--- config.mk ---
export PLATFORM = sky130hd
export DESIGN_NAME = qbd_port_bank
export DESIGN_NICKNAME = d
export VERILOG_FILES = /design/src/rtl/port_pkg.sv /design/src/rtl/port_rst_sync.sv /design/src/rtl/port_latch.sv /design/src/rtl/port_pin_sync.sv /design/src/rtl/port_rdmux.sv /design/src/rtl/qbd_port_bank.sv
export SDC_FILE = /design/constraint.sdc
export NUM_CORES = 1
export LEC_CHECK = 0
export ABC_AREA = 1
export ABC_CLOCK_PERIOD_IN_PS = 860
export BUFFER_PORTS_ARGS = -buffer_cell sky130_fd_sc_hd__buf_2
export CAP_MARGIN = 10
export CORE_MARGIN = 2
export CORE_UTILIZATION = 39
export CTS_CLUSTER_DIAMETER = 60
export DETAILED_ROUTE_END_ITERATION = 10
export PLACE_DENSITY = 0.84
export SETUP_SLACK_MARGIN = 0.05
export SKIP_LAST_GASP = 1
export SYNTH_ARGS = -nofsm -noshare
export SYNTH_HDL_FRONTEND = slang
export SYNTH_SLANG_ARGS = --single-unit
--- constraint.sdc ---
create_clock -name clk -period 0.86 [get_ports clk]
set_input_delay 0.258 -clock clk [delete_from_list [all_inputs] [get_ports clk]]
set_output_delay 0.258 -clock clk [all_outputs]
set_load 0.005 [all_outputs]
--- src/rtl/port_pkg.sv ---
package port_pkg;
  typedef enum logic [1:0] {
    RSEL_NONE  = 2'd0,
    RSEL_LATCH = 2'd1,
    RSEL_PIN   = 2'd2
  } rsel_e;

  // pin read has priority over latch read
  function automatic rsel_e pick_src(input logic pin_rd, input logic latch_rd);
    if (pin_rd)        return RSEL_PIN;
    else if (latch_rd) return RSEL_LATCH;
    else               return RSEL_NONE;
  endfunction
endpackage

--- src/rtl/port_rst_sync.sv ---
module port_rst_sync #(
  parameter int STAGES = 2
) (
  input  logic clk,
  input  logic rst_n,
  output logic srst_n
);
  logic [STAGES-1:0] chain_q;
  logic [STAGES-1:0] chain_d;

  always_comb begin
    chain_d = {chain_q[STAGES-2:0], 1'b1};
  end

  always_ff @(posedge clk or negedge rst_n) begin
    if (!rst_n) chain_q <= '0;
    else        chain_q <= chain_d;
  end

  assign srst_n = chain_q[STAGES-1];
endmodule

--- src/rtl/port_latch.sv ---
module port_latch #(
  parameter int W = 8
) (
  input  logic         clk,
  input  logic         srst_n,
  input  logic         wr_en,
  input  logic [W-1:0] wr_data,
  output logic [W-1:0] latch_q
);
  logic [W-1:0] latch_d;

  always_comb begin
    latch_d = latch_q;
    if (wr_en) latch_d = wr_data;
  end

  always_ff @(posedge clk or negedge srst_n) begin
    if (!srst_n) latch_q <= '1;
    else         latch_q <= latch_d;
  end
endmodule

--- src/rtl/port_pin_sync.sv ---
module port_pin_sync #(
  parameter int W      = 8,
  parameter int STAGES = 2
) (
  input  logic         clk,
  input  logic         srst_n,
  input  logic [W-1:0] pad_in,
  output logic [W-1:0] pin_q
);
  logic [STAGES-1:0][W-1:0] stage_q;
  logic [STAGES-1:0][W-1:0] stage_d;

  always_comb begin
    stage_d[0] = pad_in;
    for (int s = 1; s < STAGES; s++) stage_d[s] = stage_q[s-1];
  end

  always_ff @(posedge clk or negedge srst_n) begin
    if (!srst_n) stage_q <= '1;
    else         stage_q <= stage_d;
  end

  assign pin_q = stage_q[STAGES-1];
endmodule

--- src/rtl/port_rdmux.sv ---
module port_rdmux
  import port_pkg::*;
#(
  parameter int W = 8
) (
  input  logic         rd_pin_en,
  input  logic         rd_latch_en,
  input  logic [W-1:0] pin_val,
  input  logic [W-1:0] latch_val,
  output logic [W-1:0] rd_data
);
  rsel_e sel;

  always_comb begin
    sel = pick_src(rd_pin_en, rd_latch_en);
    unique case (sel)
      RSEL_PIN:   rd_data = pin_val;
      RSEL_LATCH: rd_data = latch_val;
      default:    rd_data = '0;
    endcase
  end
endmodule

--- src/rtl/qbd_port_bank.sv ---
module qbd_port_bank #(
  parameter int WIDTH      = 8,
  parameter int SYNC_DEPTH = 2,
  parameter bit OPEN_DRAIN = 1'b0
) (
  input  logic             clk,
  input  logic             rst_n,
  input  logic             wr_en,
  input  logic [WIDTH-1:0] wr_data,
  input  logic             rd_pin_en,
  input  logic             rd_latch_en,
  output logic [WIDTH-1:0] rd_data,
  output logic [WIDTH-1:0] pad_pd_en,
  output logic [WIDTH-1:0] pad_pu_en,
  input  logic [WIDTH-1:0] pad_level_in
);
  localparam int RST_STAGES = 2;

  logic             srst_n;
  logic [WIDTH-1:0] latch_q;
  logic [WIDTH-1:0] pin_q;

  port_rst_sync #(.STAGES(RST_STAGES)) u_rst (
    .clk    (clk),
    .rst_n  (rst_n),
    .srst_n (srst_n)
  );

  port_latch #(.W(WIDTH)) u_latch (
    .clk     (clk),
    .srst_n  (srst_n),
    .wr_en   (wr_en),
    .wr_data (wr_data),
    .latch_q (latch_q)
  );

  port_pin_sync #(.W(WIDTH), .STAGES(SYNC_DEPTH)) u_sync (
    .clk    (clk),
    .srst_n (srst_n),
    .pad_in (pad_level_in),
    .pin_q  (pin_q)
  );

  port_rdmux #(.W(WIDTH)) u_rdmux (
    .rd_pin_en   (rd_pin_en),
    .rd_latch_en (rd_latch_en),
    .pin_val     (pin_q),
    .latch_val   (latch_q),
    .rd_data     (rd_data)
  );

  assign pad_pd_en = ~latch_q;

  generate
    if (OPEN_DRAIN) begin : g_od
      assign pad_pu_en = '0;
    end else begin : g_pu
      assign pad_pu_en = latch_q;
    end
  endgenerate
endmodule

After elaboration in Yosys (flattened, before gate mapping). Index checks and enable logic that the tools add are counted. Widths: inputs -> output; s select.

Register bits after elaboration: 26. Bits of input ports: 21. Output and inout port bits: 24. Logic and storage cells: 10.

Equal/unequal tests: 2. Multiplexer cells: 3. Bitwise operators: 1.

Operators with widths (count): $pmux 8 s2 (1); $not 8->8 (1); $eq 2x1->1 const B (1); $eq 2x2->1 const B (1); $mux 2 (1); $mux 1 (1).

Logic depth before layout (Yosys ltp).
Word-level depth: 4. Depth in mapped cells: 4. Mapped depth without buffers: 3.

Cells and area by module. A second synthesis with hierarchy kept.

Cells, all modules: 88. Area total of the unflattened synthesis: 939.7 um^2.

By module, submodules not included: port_pin_sync (instances 1, cells an instance 16, area each 420.4 um^2, seq. area each 420.4 um^2); port_latch (instances 1, cells an instance 34, area each 315.3 um^2, seq. area each 210.2 um^2); port_rdmux (instances 1, cells an instance 27, area each 120.1 um^2, seq. area each 0.0 um^2); port_rst_sync (instances 1, cells an instance 3, area each 53.8 um^2, seq. area each 50.0 um^2); qbd_port_bank (instances 1, cells an instance 8, area each 30.0 um^2, seq. area each 0.0 um^2).

Worst setup path after synthesis. Ideal clock, no wire load.

Kind: flip-flop to output port. Start: register u_latch.latch_q[0]. End: output port rd_data[0]. Data arrival time: 658 ps. Data required time: 602 ps. Path slack: -56 ps. Stages on the path, launching flop included: 3. Buffers on the path: 0. Cells stage by stage: dfstp_2 nand3_1 nand2_1.

Longest elaborated chain between the ends: 1.

Ends and longest elaborated chain: from (decl) (line port_latch.sv:8) `output logic [W-1:0] latch_q`; from (signal assigned) (line port_latch.sv:19) `else latch_q <= latch_d;`; $pmux 8 s2 (line port_rdmux.sv:16) `unique case (sel)`; to (decl) (line qbd_port_bank.sv:12) `output logic [WIDTH-1:0] rd_data,`.

No other way between the ends.

Final worst setup path.
Start: register u_latch.latch_q[2]. End: output port rd_data[2].

Same word-level chain as after synthesis.

==> summary.txt <==
starting density of the core = 41.2%
wl on met1 = 677 um
syn_area_per_cell = 11.5 sq um
GP Congestion = 0.721
RSZ-0062 raised after global routing = true
min Tclk post-route = 1400 ps
Skew-Pair Late Insertion Delay = 310 ps
commonest cells in the synthesized netlist = dfstp_2, nand2_1, inv_1, nand3_1, o21ai_0
total I/O pin count = 45
wire length on met2 = 1.06 mm
final net count = 153
power consumption = 2.62 mW
Worst Setup End Kind = output pin
R2R depth = 4
initial antenna violation count = 0
number of max-cap violations = 0
via/cell ratio = 4.52
Area Growth Syn to Fin = 49.9%
Final Instance Area = 0.00137 sq mm
Port Buffers = 44
Critical Path End = rd_data[2]
area share of the largest cell type after synthesis = 69.1%
clock root cell = clkbuf_4
CP Data Arrival Time = 1150 ps
final hold slack = 22.9 ps
TritonCTS clock tree = built
CTS Buf Count = 3
CTS sink count = 26
worst min path class = in -> reg
largest net degree at the start of global routing = 17
DR WL met3 = 75 um
Post-DRT Antenna Nets = 0
Final Skew = 9.00 ps
number of cell rows = 17
Synth area leader = dfstp_2
main combinational cell family by area after synthesis = simple AND/OR/NAND/NOR gates
Synth warnings = 0
final hold violation count = 0
xor/xnor share of the synthesized area = 0%
CP Launch Type = flip-flop
failing checks = negative setup slack
fmax = 0.712 GHz
FFs w/ async S/R, synth = 100%
Setup violations, final = 25
Placed Area = 0.00118 sq mm
final worst slack = -545 ps
Synth Instances = 79
DP HPWL = 1.35 mm
Compound-Gate Fraction of Synth Area = 4.39%
1st-iter DRT viols = 8
total gr overflow = 0
Pleak = 0.685 nW
status = finished, violations left
first-pass GRT wire length = 2.81 mm
Peak VDD IR = 1380 uV
Post-Route WL = 1.82 mm
CP Max Fanout = 3
drt pass-1 iters = 4
Post-synth top flop = dfstp_2
synthesized area = 912 sq um
FF+latch count, synth = 26
crit path from = u_latch.latch_q[2]$_DFFE_PN1P_
Synth Area in Simple Gates = 14.3%
Reg2Reg Capture Point = u_latch.latch_q[0]$_DFFE_PN1P_
critical path class = reg -> out
vias in the first global route = 679
core area = 0.00221 sq mm
ANT cells = 0
setup_tns = -11300 ps
clk buf depth = 2
CP required = 600 ps
Total Routing Usage GR = 14.4%
setup slack, reg-to-reg = -110 ps
Seq/Total Area, Yosys = 74.6%
via count = 719
fillers = 167
Routed wire per std cell = 11.5 um
max-slew violation count = 0
die footprint = 0.00274 sq mm
syn nets = 100
layout cells sized above 1 = 72.5%
reg-to-reg critical path startpoint = u_latch.latch_q[0]$_DFFE_PN1P_
mux cell area share after synthesis = 0%
Post-Synth Adder-Cell Area = 0%
Remaining DRCs = 0
Clock transition at path regs = 140 ps
Netlist cell types = 11
Die Wd = 52.4 um
Highest Signal Layer = met4
number of enable flip-flop cells after synthesis = 0
synth top area cells = dfstp_2, nand2_1, dfrtp_1
die height = 52.4 um
Final Cycle Share = 163%
Power Dens Cells = 1910 mW/mm^2
depth of the CTS H-tree = 1
[power breakdown]
group          internal, mW  leakage [nW]  switching (mW)
Sequential             1.36         0.276          0.0455
Clock                 0.471        0.0279           0.335
Combinational         0.222         0.381           0.187
[sequential cells by signal (all words and copies together), names as in the netlist]
signal	count
u_rst.chain_q	2
u_sync.pin_q	8
u_sync.stage_d	8
u_latch.latch_q	8
[how the worst min path moves through the flow]
stage,from,end,cells after the start
after CTS,pad_level_in[0],u_sync.stage_d[8]$_DFF_PN1_,1
after floorplan,rst_n,u_rst.chain_q[0]$_DFF_PN0_,0
after detailed placement,rst_n,u_rst.chain_q[0]$_DFF_PN0_,1
final,pad_level_in[0],u_sync.stage_d[8]$_DFF_PN1_,1
after global routing,pad_level_in[0],u_sync.stage_d[8]$_DFF_PN1_,1
after global placement,rst_n,u_rst.chain_q[0]$_DFF_PN0_,1
[cell type report]
class | instances | area, sq um | area share [%]
clock inverter | 1 | 30.0 | 2.20
clock buffer | 3 | 22.5 | 1.65
inverter | 9 | 36.3 | 2.65
sequential | 26 | 681 | 49.8
multi-input combinational | 41 | 208 | 15.2
tap | 28 | 35.0 | 2.56
timing repair buffer | 51 | 355 | 26.0
[metal layers]
layer | vias to the layer above | GRT usage, %
li1 | 348 | -
met1 | 348 | 15.3
met2 | 21 | 27.5
met3 | 2 | 2.00
met4 | 0 | 6.84
met5 | - | 0
[cell families (layout without fill, tap and decap cells)]
kind of cell	after synthesis	count (layout)
compound gates	8	8
simple gates	32	32
flops	26	26
other cells	1	1
buf+inv	12	64
[through the flow]
stage	setup slack [ps]	cells	utilization, %
after floorplan	-56.3	79	-
final	-545	159	61.8
after global routing	-606	159	61.8
after global placement	-175	151	53.3
after detailed placement	-181	151	53.3
after CTS	-553	157	57.6
[critical path: stages, from the launching register on]
cell	delay, ps
dfstp_2	580
nand3_1	80
nand2_1	70
buf_2	110
[cell usage in the layout (no fill, tap or decap), drive strengths merged]
cell type	count
nand2	24
o21ai	8
dfrtp	2
inv	9
nand3	8
conb	1
dfstp	24
bufinv	1
buf	50
clkbuf	3
dlygate4sd3	1
[what timing repair did]
action,in CTS,in global routing
pin swaps,0,3
endpoints found under the hold margin,2,0
resized for setup,20,17
hold buffers,1,0
buffers inserted,1,3
setup endpoints to repair,32,32
No activity file was read; power rests on OpenSTA's default activity.
